===== src/rtl/rx_pkg.sv =====
package rx_pkg;
  typedef enum logic [2:0] {
    ST_IDLE,
    ST_START,
    ST_DATA,
    ST_PAR,
    ST_STOP
  } rx_state_e;
endpackage


===== src/rtl/rx_line_cond.sv =====
module rx_line_cond #(
  parameter int NPINS = 2,
  parameter int SYNC  = 2
) (
  input  logic             clk_i,
  input  logic             rst_ni,
  input  logic [NPINS-1:0] pin_en_i,
  input  logic [NPINS-1:0] pin_i,
  input  logic             invert_i,
  output logic             line_o
);
  logic [NPINS-1:0] gated;
  logic             merged;
  logic [SYNC-1:0]  sync_q;

  for (genvar i = 0; i < NPINS; i++) begin : g_pin
    assign gated[i] = pin_i[i] | ~pin_en_i[i];
  end

  assign merged = (&gated) ^ invert_i;

  always_ff @(posedge clk_i or negedge rst_ni) begin
    if (!rst_ni) sync_q <= '1;
    else         sync_q <= {sync_q[SYNC-2:0], merged};
  end

  assign line_o = sync_q[SYNC-1];
endmodule


===== src/rtl/rx_vote.sv =====
module rx_vote #(
  parameter int OSR = 16,
  localparam int CW = $clog2(OSR)
) (
  input  logic          clk_i,
  input  logic          rst_ni,
  input  logic          tick_i,
  input  logic          active_i,
  input  logic [CW-1:0] cnt_i,
  input  logic          line_i,
  output logic          valid_o,
  output logic          vote_o
);
  localparam int MID = OSR / 2;
  localparam logic [CW-1:0] C_A = CW'(MID - 1);
  localparam logic [CW-1:0] C_B = CW'(MID);
  localparam logic [CW-1:0] C_C = CW'(MID + 1);

  logic s_a_q, s_b_q;

  always_ff @(posedge clk_i or negedge rst_ni) begin
    if (!rst_ni) begin
      s_a_q <= 1'b1;
      s_b_q <= 1'b1;
    end else if (tick_i && active_i) begin
      if (cnt_i == C_A) s_a_q <= line_i;
      if (cnt_i == C_B) s_b_q <= line_i;
    end
  end

  assign valid_o = tick_i && active_i && (cnt_i == C_C);
  assign vote_o  = (s_a_q & s_b_q) | (s_a_q & line_i) | (s_b_q & line_i);
endmodule


===== src/rtl/rx_fsm.sv =====
module rx_fsm
  import rx_pkg::*;
#(
  parameter int OSR = 16,
  parameter int DW  = 8,
  localparam int CW = $clog2(OSR),
  localparam int IW = $clog2(DW)
) (
  input  logic          clk_i,
  input  logic          rst_ni,
  input  logic          tick_i,
  input  logic          en_i,
  input  logic          line_i,
  input  logic          len_full_i,
  input  logic          par_en_i,
  input  logic          vote_valid_i,
  input  logic          vote_i,
  output logic [CW-1:0] cnt_o,
  output logic          active_o,
  output logic          done_o,
  output logic [DW-1:0] shift_o,
  output logic          pbit_o
);
  localparam logic [CW-1:0] C_END = CW'(OSR - 1);

  rx_state_e     state_q;
  logic [CW-1:0] cnt_q;
  logic [IW-1:0] idx_q, idx_last;
  logic          prev_q;
  logic [DW-1:0] sh_q;
  logic          pbit_q;
  logic          bit_end;

  assign idx_last = len_full_i ? IW'(DW - 1) : IW'(DW - 2);
  assign bit_end  = tick_i && (cnt_q == C_END);

  always_ff @(posedge clk_i or negedge rst_ni) begin
    if (!rst_ni) begin
      state_q <= ST_IDLE;
      cnt_q   <= '0;
      idx_q   <= '0;
      prev_q  <= 1'b0;
      sh_q    <= '0;
      pbit_q  <= 1'b0;
    end else begin
      if (tick_i) prev_q <= line_i;
      if (!en_i) begin
        state_q <= ST_IDLE;
      end else begin
        if (state_q != ST_IDLE && tick_i) cnt_q <= (cnt_q == C_END) ? '0 : cnt_q + 1'b1;
        unique case (state_q)
          ST_IDLE: if (tick_i && prev_q && !line_i) begin
            state_q <= ST_START;
            cnt_q   <= CW'(1);
          end
          ST_START: begin
            if (vote_valid_i && vote_i) state_q <= ST_IDLE;
            else if (bit_end) begin
              state_q <= ST_DATA;
              idx_q   <= '0;
            end
          end
          ST_DATA: begin
            if (vote_valid_i) sh_q <= {vote_i, sh_q[DW-1:1]};
            if (bit_end) begin
              if (idx_q == idx_last) state_q <= par_en_i ? ST_PAR : ST_STOP;
              else idx_q <= idx_q + 1'b1;
            end
          end
          ST_PAR: begin
            if (vote_valid_i) pbit_q <= vote_i;
            if (bit_end) state_q <= ST_STOP;
          end
          ST_STOP: if (vote_valid_i) state_q <= ST_IDLE;
          default: state_q <= ST_IDLE;
        endcase
      end
    end
  end

  assign cnt_o    = cnt_q;
  assign active_o = (state_q != ST_IDLE);
  assign done_o   = (state_q == ST_STOP) && vote_valid_i && en_i;
  assign shift_o  = sh_q;
  assign pbit_o   = pbit_q;

  assert_disabled_idle_R1: assert property (@(posedge clk_i) disable iff (!rst_ni)
    !en_i |=> !active_o);
  assert_start_reject_R4: assert property (@(posedge clk_i) disable iff (!rst_ni)
    (state_q == ST_START && vote_valid_i && vote_i) |=> state_q == ST_IDLE);
  assert_busy_on_start_R9: assert property (@(posedge clk_i) disable iff (!rst_ni)
    (en_i && state_q == ST_IDLE && tick_i && prev_q && !line_i) |=> active_o);
  assert_edge_start_R12: assert property (@(posedge clk_i) disable iff (!rst_ni)
    (state_q == ST_IDLE && !prev_q) |=> state_q == ST_IDLE);
endmodule


===== src/rtl/rx_result.sv =====
module rx_result #(
  parameter int DW = 8
) (
  input  logic          clk_i,
  input  logic          rst_ni,
  input  logic          done_i,
  input  logic [DW-1:0] shift_i,
  input  logic          pbit_i,
  input  logic          stop_i,
  input  logic          len_full_i,
  input  logic          par_en_i,
  input  logic          par_odd_i,
  input  logic          rearm_i,
  output logic [DW-1:0] data_o,
  output logic          irq_o,
  output logic          ovr_err_o,
  output logic          par_err_o,
  output logic          frm_err_o
);
  logic [DW-1:0] word;
  logic          perr;
  logic          free_q;

  assign word = len_full_i ? shift_i : {1'b0, shift_i[DW-1:1]};
  assign perr = par_en_i & ((^word) ^ pbit_i ^ par_odd_i);

  always_ff @(posedge clk_i or negedge rst_ni) begin
    if (!rst_ni) begin
      data_o    <= '0;
      irq_o     <= 1'b0;
      ovr_err_o <= 1'b0;
      par_err_o <= 1'b0;
      frm_err_o <= 1'b0;
      free_q    <= 1'b1;
    end else begin
      irq_o <= done_i;
      if (done_i) begin
        data_o    <= word;
        ovr_err_o <= ~(free_q | rearm_i);
        par_err_o <= perr;
        frm_err_o <= ~stop_i;
        free_q    <= 1'b0;
      end else if (rearm_i) begin
        free_q <= 1'b1;
      end
    end
  end

  assert_irq_pulse_R11: assert property (@(posedge clk_i) disable iff (!rst_ni)
    irq_o |=> !irq_o);
  assert_overrun_R6: assert property (@(posedge clk_i) disable iff (!rst_ni)
    (done_i && !free_q && !rearm_i) |=> ovr_err_o);
  assert_short_msb_R10: assert property (@(posedge clk_i) disable iff (!rst_ni)
    (irq_o && !len_full_i) |-> !data_o[DW-1]);
  assert_par_off_R7: assert property (@(posedge clk_i) disable iff (!rst_ni)
    (irq_o && !par_en_i) |-> !par_err_o);
  assert_flags_hold_R11: assert property (@(posedge clk_i) disable iff (!rst_ni)
    !done_i |=> $stable(data_o) && $stable(frm_err_o));
endmodule


===== src/rtl/serial_rx_unit.sv =====
module serial_rx_unit #(
  parameter int NPINS = 2,
  parameter int OSR   = 16,
  parameter int DW    = 8,
  parameter int SYNC  = 2,
  localparam int CW   = $clog2(OSR)
) (
  input  logic             clk_i,
  input  logic             rst_ni,
  input  logic             tick_i,
  input  logic             rx_en_i,
  input  logic [NPINS-1:0] pin_en_i,
  input  logic [NPINS-1:0] rxd_i,
  input  logic             invert_i,
  input  logic             len_full_i,
  input  logic             par_en_i,
  input  logic             par_odd_i,
  input  logic             rearm_i,
  output logic [DW-1:0]    data_o,
  output logic             busy_o,
  output logic             irq_o,
  output logic             ovr_err_o,
  output logic             par_err_o,
  output logic             frm_err_o
);
  logic          line;
  logic [CW-1:0] cnt;
  logic          active, done, vote_valid, vote, pbit;
  logic [DW-1:0] shift;

  rx_line_cond #(.NPINS(NPINS), .SYNC(SYNC)) u_line (
    .clk_i, .rst_ni, .pin_en_i, .pin_i(rxd_i), .invert_i, .line_o(line)
  );

  rx_vote #(.OSR(OSR)) u_vote (
    .clk_i, .rst_ni, .tick_i, .active_i(active), .cnt_i(cnt), .line_i(line),
    .valid_o(vote_valid), .vote_o(vote)
  );

  rx_fsm #(.OSR(OSR), .DW(DW)) u_fsm (
    .clk_i, .rst_ni, .tick_i, .en_i(rx_en_i), .line_i(line), .len_full_i,
    .par_en_i, .vote_valid_i(vote_valid), .vote_i(vote), .cnt_o(cnt),
    .active_o(active), .done_o(done), .shift_o(shift), .pbit_o(pbit)
  );

  rx_result #(.DW(DW)) u_res (
    .clk_i, .rst_ni, .done_i(done), .shift_i(shift), .pbit_i(pbit), .stop_i(vote),
    .len_full_i, .par_en_i, .par_odd_i, .rearm_i, .data_o, .irq_o,
    .ovr_err_o, .par_err_o, .frm_err_o
  );

  assign busy_o = active;
endmodule


===== config.mk =====
export PLATFORM = sky130hd
export DESIGN_NAME = serial_rx_unit
export DESIGN_NICKNAME = d
export VERILOG_FILES = /design/src/rtl/rx_pkg.sv /design/src/rtl/rx_line_cond.sv /design/src/rtl/rx_vote.sv /design/src/rtl/rx_fsm.sv /design/src/rtl/rx_result.sv /design/src/rtl/serial_rx_unit.sv
export SDC_FILE = /design/constraint.sdc
export NUM_CORES = 1
export LEC_CHECK = 0
export ABC_AREA = 1
export CAP_MARGIN = 20
export CORE_UTILIZATION = 45
export DETAILED_ROUTE_END_ITERATION = 8
export GPL_ROUTABILITY_DRIVEN = 0
export PLACE_DENSITY_LB_ADDON = 0.1
export SYNTH_ARGS = -nofsm -noshare
export SYNTH_HDL_FRONTEND = slang
export SYNTH_SLANG_ARGS = --single-unit

===== constraint.sdc =====
create_clock -name clk_i -period 4.9 [get_ports clk_i]
set_clock_uncertainty 0.1 [all_clocks]
set_input_delay 1.225 -clock clk_i [delete_from_list [all_inputs] [get_ports clk_i]]
set_output_delay 1.225 -clock clk_i [all_outputs]
set_load 0.01 [all_outputs]

==> out/qor.yml, run 1 <==
critical_path:
  critPathRequiredTime_ps: 4970
  end_kind: "flip-flop"
  worst-path-max-fanout: 20
  setup.worst_path.class: "in -> reg"
  path_cells: "clkdlybuf4s50_1 > inv_1 > nand2_1 > nand2_2 > o21ai_1 > nand2_1 > inv_2 > nand4_1 > nand2_1 > o21ai_1"
  cpMostUsedCell: "nand2_1"
  timing.rr.start: "u_fsm.cnt_o[1]"
  max_stage_delay_ps: 900
  start_kind: "input pin"
  startpoint: "len_full_i"
  slowest_stage: "clkdlybuf4s50_1"
  cp.arrival_ps: 3280
timing:
  rsz0062_at_grt: "no"
  hold_ws_ps: 257
  fin_crit_ps: 3220
  max-slew-margin-rel_pct: 45.9
  timing.final.ws_setup_ps: 1680
  finalCritPeriodShare_pct: 65.7
  final_hold_viol_count: 0
  setup_viol: 0
  worst_pin_slew_ps: 811
  final_max_slew_viol_count: 0
  fmaxAchievable_mhz: 311
  tns_ps: 0
grt:
  grtUsageTotal_pct: 18.4
  grt_pass1_wl_um: 7250
  antenna_found_initial: 0
  grt_max_degree: 38
  overflow: 0
  grt_pass1_vias: 1606
power_and_ir_drop:
  peakVddDrop_v: 0.000191
  power_mw: 0.886
  powerDensity_nw_per_um2: 358
  power.leakage_nw: 1.22
yosys:
  yosysWarnings: 0
  synth_top_family_by_area: "simple AND/OR/NAND/NOR gates"
  ys_seq_area_share_pct: 44.0
  synth_compound_area_share_pct: 12.6
  synthMuxAreaShare_pct: 1.06
  synth.avg_cell_area_um2: 7.71
  netlist.area_leader.share_pct: 37.8
  synthAdderAreaFrac_pct: 2.36
  synth_seq_cells: 37
  synthTopCellsByArea: "dfrtp_1 38%, nand2_1 16%, dfstp_2 6.2%, inv_1 5.3%, o21ai_2 3.7%"
  syn-num-nets: 292
  synth-xor-area-share_pct: 1.24
  synth_top_area_cell: "dfrtp_1"
  synth-simple-area-share_pct: 29.1
  synth_cell_types: 34
  postSynthCellCount: 275
  synth_area_um2: 2120
die:
  io_pins: 26
  row_count: 24
  dieArea_um2: 4990
  core_um2: 4440
  die-width_um: 70.6
  dieHeight_um: 70.6
  initial_utilization_pct: 47.7
layout:
  fin_nets: 319
  antenna_cells: 0
  fill_cells: 442
  area_growth_pct: 16.6
  post-route-util_pct: 55.6
  drive_gt1_share_pct: 14.5
clock_tree:
  cts_tree: "done"
  h-tree-depth: 2
  numCtsBuffers: 5
  ctsHoldBuffers: 0
  insertion_delay_ps: 280
  cts_buffer_depth: 2
  cts_setup_buffers: 0
  cts_resized: 0
  clkTransAtPathRegs_ps: 70
  cts_num_sinks: 37
  cts_root_buffer: "clkbuf_8"
routing:
  antenna_left: 0
  wl_um: 4020
  via_per_inst: 4.93
  dr.pass1.iters: 6
  wl_per_cell_um: 11.3
  route.detailed.drc: 2
  drt-initial-drc-count: 84
  vias: 1750
run:
  cap_violations: 0
status:
  violations: "design-rule violations"
  status: "finished with violations"
place:
  dp_hpwl_um: 3000
  dp_slack_ps: 1410
  port-buffer-count: 25
hold_path:
  hold_path_class: "reg -> reg"
  hp-start: "u_line.sync_q[0]"
[per-stage QoR]
stage	instances	area (um^2)
6_report	355	2470
3_3_place_gp	347	2380
3_5_place_dp	347	2380
5_1_grt	355	2470
2_1_floorplan	275	2120
4_1_cts	355	2470
[final timing paths]
path | endpoint | slack, ps | cells past startpoint
max | u_fsm.state_q[0] | 1680 | 10
min | u_line.sync_q[1] | 260 | 0
max reg2reg | u_fsm.shift_o[7] | 3080 | 8
min reg2reg | u_line.sync_q[1] | 260 | 0
max in group asynchronous | u_fsm.shift_o[5] | 3260 | 1
min in group asynchronous | u_fsm.cnt_o[2] | 930 | 1
[report_power, final]
group,switching [mW],internal (mW)
clock,0.0983,0.115
combinational,0.177,0.103
sequential,0.0375,0.356
[worst max-delay path, delay by kind of cell]
kind / cells / cell delay, ps
and+or+nand+nor: 5 / 580
buffers and inverters: 3 / 1290
AOI/OAI and AO/OA: 2 / 190
[cell usage in the layout (no fill, tap or decap), drive strengths merged, types with 2 or more instances in the layout]
cell type,synthesis,final
clkdlybuf4s50,0,24
dfrtp,32,32
nand2,99,99
a21oi,8,8
inv,41,41
nand4,2,2
dfstp,5,5
ha,4,4
nand3,15,15
o31ai,2,2
nor3,4,4
nor2,18,18
o21ai,31,31
xnor2,2,2
clkbuf,0,8
mux2,2,2
[state kept, by name, summed over array words and instances (netlist names)]
name             cells
u_res.par_err_o      1
u_res.data_o         8
u_res.irq_o          1
u_fsm.pbit_o         1
u_vote.s_a_q         1
u_fsm.shift_o        8
u_res.ovr_err_o      1
u_line.sync_q        2
u_fsm.state_q        3
u_fsm.cnt_o          4
u_fsm.idx_q          3
u_res.frm_err_o      1
u_vote.s_b_q         1
u_fsm.prev_q         1
u_res.free_q         1
[final cells by class]
cell class | count | area (um^2) | area share, %
clock buffer | 8 | 90.1 | 3.64
inverter | 41 | 156 | 6.33
multi-input combinational | 192 | 983 | 39.8
sequential | 37 | 932 | 37.7
tap | 52 | 65.1 | 2.63
timing repair buffer | 25 | 245 | 9.92
[synth_stat cells]
cell      instances
xor2_1            1
buf_8             1
a21oi_2           1
o22ai_1           1
o21ai_0           8
xnor2_1           2
o21ai_2           9
nand3_4           1
o31ai_1           2
nor4_1            1
o211ai_1          1
ha_1              4
nor3_2            1
inv_2            10
buf_2             2
nand2_4           1
nor2_4            1
dfrtp_1          32
a31oi_1           1
inv_4             1
nor2_2            1
buf_6             2
nand2_1          93
o21ai_1          14
nand3_1          14
nor2_8            1
inv_1            30
a21oi_1           7
nand2_2           5
nand4_1           2
mux2_1            2
dfstp_2           5
nor2_1           15
nor3_1            3
[cell families after synthesis]
family                   count (synthesis)
multiplexers                             2
flip-flops                              37
AO/OA/AOI/OAI                           44
AND/OR/NAND/NOR                        139
buffers and inverters                   46
XOR/XNOR                                 3
adder cells (fa/ha/maj)                  4
[metal layers]
layer,track usage (%),vias up,part of all wire [%],routed length (um)
met2,27.4,28,43,1740
met3,5.41,4,3.7,148
li1,-,920,-,-
met4,5.33,0,1.1,43
met5,0,-,0,0
met1,26.1,798,52,2090
No activity file was read; power rests on OpenSTA's default activity.
==> run 2: changes to the inputs <==
clock period = 2.9 ns   (was 4.9 ns; I/O delays follow)
==> out/qor.yml, run 2 (synthesis results as in run 1) <==
critical_path:
  start_kind: "flip-flop"  # was input pin
  timing.rr.start: "u_fsm.cnt_o[1]"  # unchanged
  rr_worst_depth: 8  # unchanged
  r2r-end: "u_fsm.shift_o[7]"  # unchanged
  end_kind: "output port"  # was flip-flop
  reg2reg_slack_ps: 1080  # was 3080 ps
  worst-path-max-fanout: 5  # was 20
  critPathRequiredTime_ps: 2080  # was 4970 ps
  setup.worst_path.class: "reg -> out"  # was in -> reg
  cp.arrival_ps: 1410  # was 3280 ps
grt:
  overflow: 0  # unchanged
  grt_pass1_wl_um: 7470  # was 7250 um
  antenna_found_initial: 0  # unchanged
  grt_max_degree: 38  # unchanged
  grt_pass1_vias: 1623  # was 1606
  grtUsageTotal_pct: 18.8  # was 18.4%
timing:
  tns_ps: 0  # unchanged
  fmaxAchievable_mhz: 448
  final_max_slew_viol_count: 0  # unchanged
  rsz0062_at_grt: "no"  # unchanged
  setup_viol: 0  # unchanged
  final_hold_viol_count: 0  # unchanged
  finalCritPeriodShare_pct: 76.9
  timing.final.ws_setup_ps: 669  # was 1680 ps
  hold_ws_ps: 262  # was 257 ps
  max-slew-margin-rel_pct: 45.6  # was 45.9%
  fin_crit_ps: 2230
  worst_pin_slew_ps: 816  # was 811 ps
clock_tree:
  cts_tree: "done"  # unchanged
  cts_resized: 0  # unchanged
  clkTransAtPathRegs_ps: 80  # was 70 ps
  cts_root_buffer: "clkbuf_8"  # unchanged
  insertion_delay_ps: 280  # about the same
  cts_num_sinks: 37  # unchanged
  ctsHoldBuffers: 0  # unchanged
  numCtsBuffers: 5  # unchanged
  cts_buffer_depth: 2  # unchanged
  h-tree-depth: 2  # unchanged
  cts_setup_buffers: 0  # unchanged
die:
  die-width_um: 70.6  # unchanged
  dieHeight_um: 70.6  # unchanged
  core_um2: 4440  # unchanged
  dieArea_um2: 4990  # unchanged
  initial_utilization_pct: 47.7  # unchanged
  row_count: 24  # unchanged
  io_pins: 26  # unchanged
routing:
  dr.pass1.iters: 6  # unchanged
  route.detailed.drc: 2  # unchanged
  antenna_left: 0  # unchanged
  wl_per_cell_um: 11.2  # was 11.3 um
  wl_um: 3990  # was 4020 um
  drt-initial-drc-count: 108  # was 84
  via_per_inst: 4.80  # was 4.93
  vias: 1710  # was 1750
power_and_ir_drop:
  clkPwrFrac_pct: 23.3  # was 24.0%
  p_int_mw: 0.946  # was 0.574 mW
  power_frac_seq_pct: 44.6  # was 44.4%
  power.leakage_nw: 1.22  # about the same
  switching_share_pct: 36.4  # was 35.3%
  power.switching_mw: 0.541  # was 0.313 mW
  power_mw: 1.49  # was 0.886 mW
  powerDensity_nw_per_um2: 602  # was 358 nW/um^2
  p_comb_share_pct: 32.1  # was 31.5%
  peakVddDrop_v: 0.000322  # was 0.000191 V
place:
  dp_slack_ps: 496  # was 1410 ps
  port-buffer-count: 25  # unchanged
  dp_hpwl_um: 3010  # was 3000 um
status:
  status: "finished with violations"  # unchanged
  violations: "design-rule violations"  # unchanged
layout:
  antenna_cells: 0  # unchanged
  mostFrequentLayoutCell: "nand2_1"  # unchanged
  fin_nets: 320  # was 319
  drive_gt1_share_pct: 14.8  # was 14.5%
  area_growth_pct: 16.6  # about the same
  post-route-util_pct: 55.6  # about the same
  final_cell_mix: "93 x nand2_1, 32 x dfrtp_1, 30 x inv_1, 24 x clkdlybuf4s50_1, 15 x nor2_1"  # unchanged
hold_path:
  hp-start: "u_line.sync_q[0]"  # unchanged
  hold_depth: 0  # unchanged
  holdPathEnd: "u_line.sync_q[1]"  # unchanged
  hold_path_class: "reg -> reg"  # unchanged
run:
  cap_violations: 0  # unchanged
[run 2: how the worst max path moves through the flow]
stage	end	cells after the start	from	slack, ps
after floorplan	u_res.par_err_o	12	len_full_i	1120
after global placement	u_fsm.cnt_o[2]	8	tick_i	500
after detailed placement	u_fsm.cnt_o[2]	8	tick_i	500
after CTS	busy_o	3	u_fsm.state_q[2]	650
after global routing	u_res.par_err_o	13	len_full_i	580
final	busy_o	3	u_fsm.state_q[2]	670
[run 2: metal layers]
layer / track usage, % / up-vias / part of all wire, %
met5: 0 / - / 0
met4: 4.44 / 0 / 0.73
met3: 4.99 / 4 / 2.5
met2: 26.1 / 19 / 41
met1: 29.0 / 766 / 56
li1: - / 921 / -
[run 2: layout make-up]
cell class / instances / area (um^2)
clock buffer: 7 / 76.3
tap: 52 / 65.1
clock inverter: 1 / 5.00
multi-input combinational: 192 / 983
fill: 449 / 1970
sequential: 37 / 932
timing repair buffer: 26 / 253
inverter: 41 / 156
[run 2: worst max-delay path, cell delays in order (launching register included)]
cell and delay [ps]:
dfrtp_1 410, inv_2 120, nand3_4 110, clkdlybuf4s50_1 490
[run 2: stage by stage]
stage	cell area, um^2	cells
final	2470	356
after global routing	2470	356
after CTS	2470	356
after detailed placement	2390	348
after global placement	2390	348
after floorplan	2120	275
[run 2: power by group through the flow]
stage | Clock, mW | Combinational (mW) | Sequential [mW]
floorplan | 0 | 0.360 | 0.660
global placement | 0 | 0.475 | 0.671
detailed placement | 0 | 0.478 | 0.674
CTS | 0.356 | 0.483 | 0.664
global route | 0.382 | 0.557 | 0.675
finish | 0.346 | 0.478 | 0.664
==> run 3: changes to the inputs <==
clock period = 2 ns   (was 2.9 ns; I/O delays follow)
==> out/qor.yml, run 3 (synthesis results as in run 1) <==
status:
  status: "finished with violations"  # unchanged
  violations: "design-rule violations"  # unchanged
clock_tree:
  cts_tree: "done"  # unchanged
  cts_buffer_depth: 2  # unchanged
  cts_root_buffer: "clkbuf_8"  # unchanged
  numCtsBuffers: 5  # unchanged
  ctsHoldBuffers: 0  # unchanged
  h-tree-depth: 2  # unchanged
  insertion_delay_ps: 280  # about the same
  cts_num_sinks: 37  # unchanged
  clkTransAtPathRegs_ps: 70  # was 80 ps
die:
  initial_utilization_pct: 47.7  # unchanged
  core_um2: 4440  # unchanged
  dieHeight_um: 70.6  # unchanged
  row_count: 24  # unchanged
  dieArea_um2: 4990  # unchanged
  die-width_um: 70.6  # unchanged
  io_pins: 26  # unchanged
routing:
  route.detailed.drc: 3  # was 2
  drt-initial-drc-count: 105  # was 108
  wl_per_cell_um: 11.2  # about the same
  antenna_left: 0  # unchanged
  dr.pass1.iters: 6  # unchanged
  vias: 1812  # was 1710
  via_per_inst: 4.77  # was 4.80
  wl_um: 4240  # was 3990 um
critical_path:
  timing.rr.start: "u_fsm.cnt_o[0]"  # was u_fsm.cnt_o[1]
  worst-path-max-fanout: 19  # was 5
  startpoint: "len_full_i"  # was u_fsm.state_q[2]
  end_kind: "flip-flop"  # was output port
  start_kind: "input pin"  # was flip-flop
  cp.arrival_ps: 1900  # was 1410 ps
  critPathRequiredTime_ps: 2080  # about the same
  setup.worst_path.class: "in -> reg"  # was reg -> out
grt:
  grt_pass1_wl_um: 7630  # was 7470 um
  antenna_found_initial: 0  # unchanged
  grt_max_degree: 22  # was 38
  overflow: 0  # unchanged
  grtUsageTotal_pct: 19.1  # was 18.8%
  grt_pass1_vias: 1678  # was 1623
power_and_ir_drop:
  peakVddDrop_v: 0.000399  # was 0.000322 V
  powerDensity_nw_per_um2: 828  # was 602 nW/um^2
  power.leakage_nw: 1.34  # was 1.22 nW
  power_mw: 2.21  # was 1.49 mW
timing:
  timing.final.ws_setup_ps: 173  # was 669 ps
  finalCritPeriodShare_pct: 91.4
  rsz0062_at_grt: "no"  # unchanged
  fin_crit_ps: 1830
  setup_viol: 0  # unchanged
  max-slew-margin-rel_pct: 70.1  # was 45.6%
  worst_pin_slew_ps: 449  # was 816 ps
  final_max_slew_viol_count: 0  # unchanged
  fmaxAchievable_mhz: 547
  final_hold_viol_count: 0  # unchanged
place:
  dp_slack_ps: -190  # was 496 ps
  dp.cells: 371  # was 348
  port-buffer-count: 25  # unchanged
  dp_hpwl_um: 3290  # was 3010 um
layout:
  final_cell_mix: "93 x nand2_1, 32 x dfrtp_1, 29 x inv_1, 23 x clkdlybuf4s50_1, 23 x buf_4"  # was 93 x nand2_1, 32 x dfrtp_1, 30 x inv_1, 24 x clkdlybuf4s50_1, 15 x nor2_1
  fill_cells: 431  # was 449
  seq_area_um2: 932  # unchanged
  fin_nets: 344  # was 320
  multiInputGateArea_um2: 983  # unchanged
  drive_gt1_share_pct: 21.0  # was 14.8%
  antenna_cells: 0  # unchanged
  area_growth_pct: 26.2  # was 16.6%
  mostFrequentLayoutCell: "nand2_1"  # unchanged
  fin_cells: 380  # was 356
run:
  cap_violations: 0  # unchanged
hold_path:
  hold_path_class: "in -> async"  # was reg -> reg
==> run 3: cell types whose count changed in the layout (fill, tap and decap cells not counted), sizes merged <==
cell           previous run  this run
clkbuf                    7         8
buf                       2        26
clkdlybuf4s50            24        23
dlygate4sd2               0         1
clkinv                    1         0
==> run 3: final timing paths <==
kind	to	slack, ps	cells past startpoint
max	u_res.par_err_o	170	13
min	u_fsm.state_q[0]	60	1
max reg2reg	u_fsm.idx_q[2]	210	9
min reg2reg	u_line.sync_q[1]	260	0
max in group asynchronous	u_res.free_q	1200	2
min in group clk_i	u_line.sync_q[1]	260	0
==> run 3: per-layer routing <==
metal / up-vias / part of all wire (%) / GRT usage (%)
met2: 33 / 42 / 28.7
met4: 0 / 0.71 / 5.33
met3: 5 / 3.2 / 3.42
met1: 807 / 54 / 28.3
met5: - / 0 / 0
li1: 967 / - / -
==> run 3: per-stage QoR <==
stage                     hold WS (ps)  TNS (ps)  instance area, um^2  util (%)
after floorplan                    104         0                 2120         -
after global placement             247      -815                 2590      58.2
after detailed placement           247     -1100                 2590      58.2
after CTS                         67.0         0                 2670      60.2
after global routing              72.2         0                 2670      60.2
final                             59.6         0                 2670      60.2
==> run 3: power breakdown <==
group	leakage [nW]	internal (mW)	switching (mW)
clock network	0.0395	0.248	0.248
logic	0.819	0.300	0.453
registers	0.486	0.873	0.0913
total	1.34	1.42	0.792
==> run 3: final cells by class <==
cell class | count | share of cell area (%)
Multi-Input combinational cell | 192 | 36.8
Timing Repair Buffer | 50 | 17.1
Tap cell | 52 | 2.43
Inverter | 41 | 5.85
Sequential cell | 37 | 34.9
Clock buffer | 8 | 2.99
==> run 3: what timing repair did <==
action                                  4_1_cts  5_1_grt
resized for setup                             1        1
pin swaps                                     0        0
buffers inserted                              1        0
endpoints found under the setup margin        1        1
==> run 3: critical path, cell delays in order <==
cell and delay (ps):
clkdlybuf4s50_1 540, buf_12 170, nand2_1 60, nand2_1 90, nand2_1 60, nand2_1 80, nand3_1 80, nand2_1 90
inv_1 40, nand2_1 50, nand2_1 40, nand2_1 50, nand2_1 40
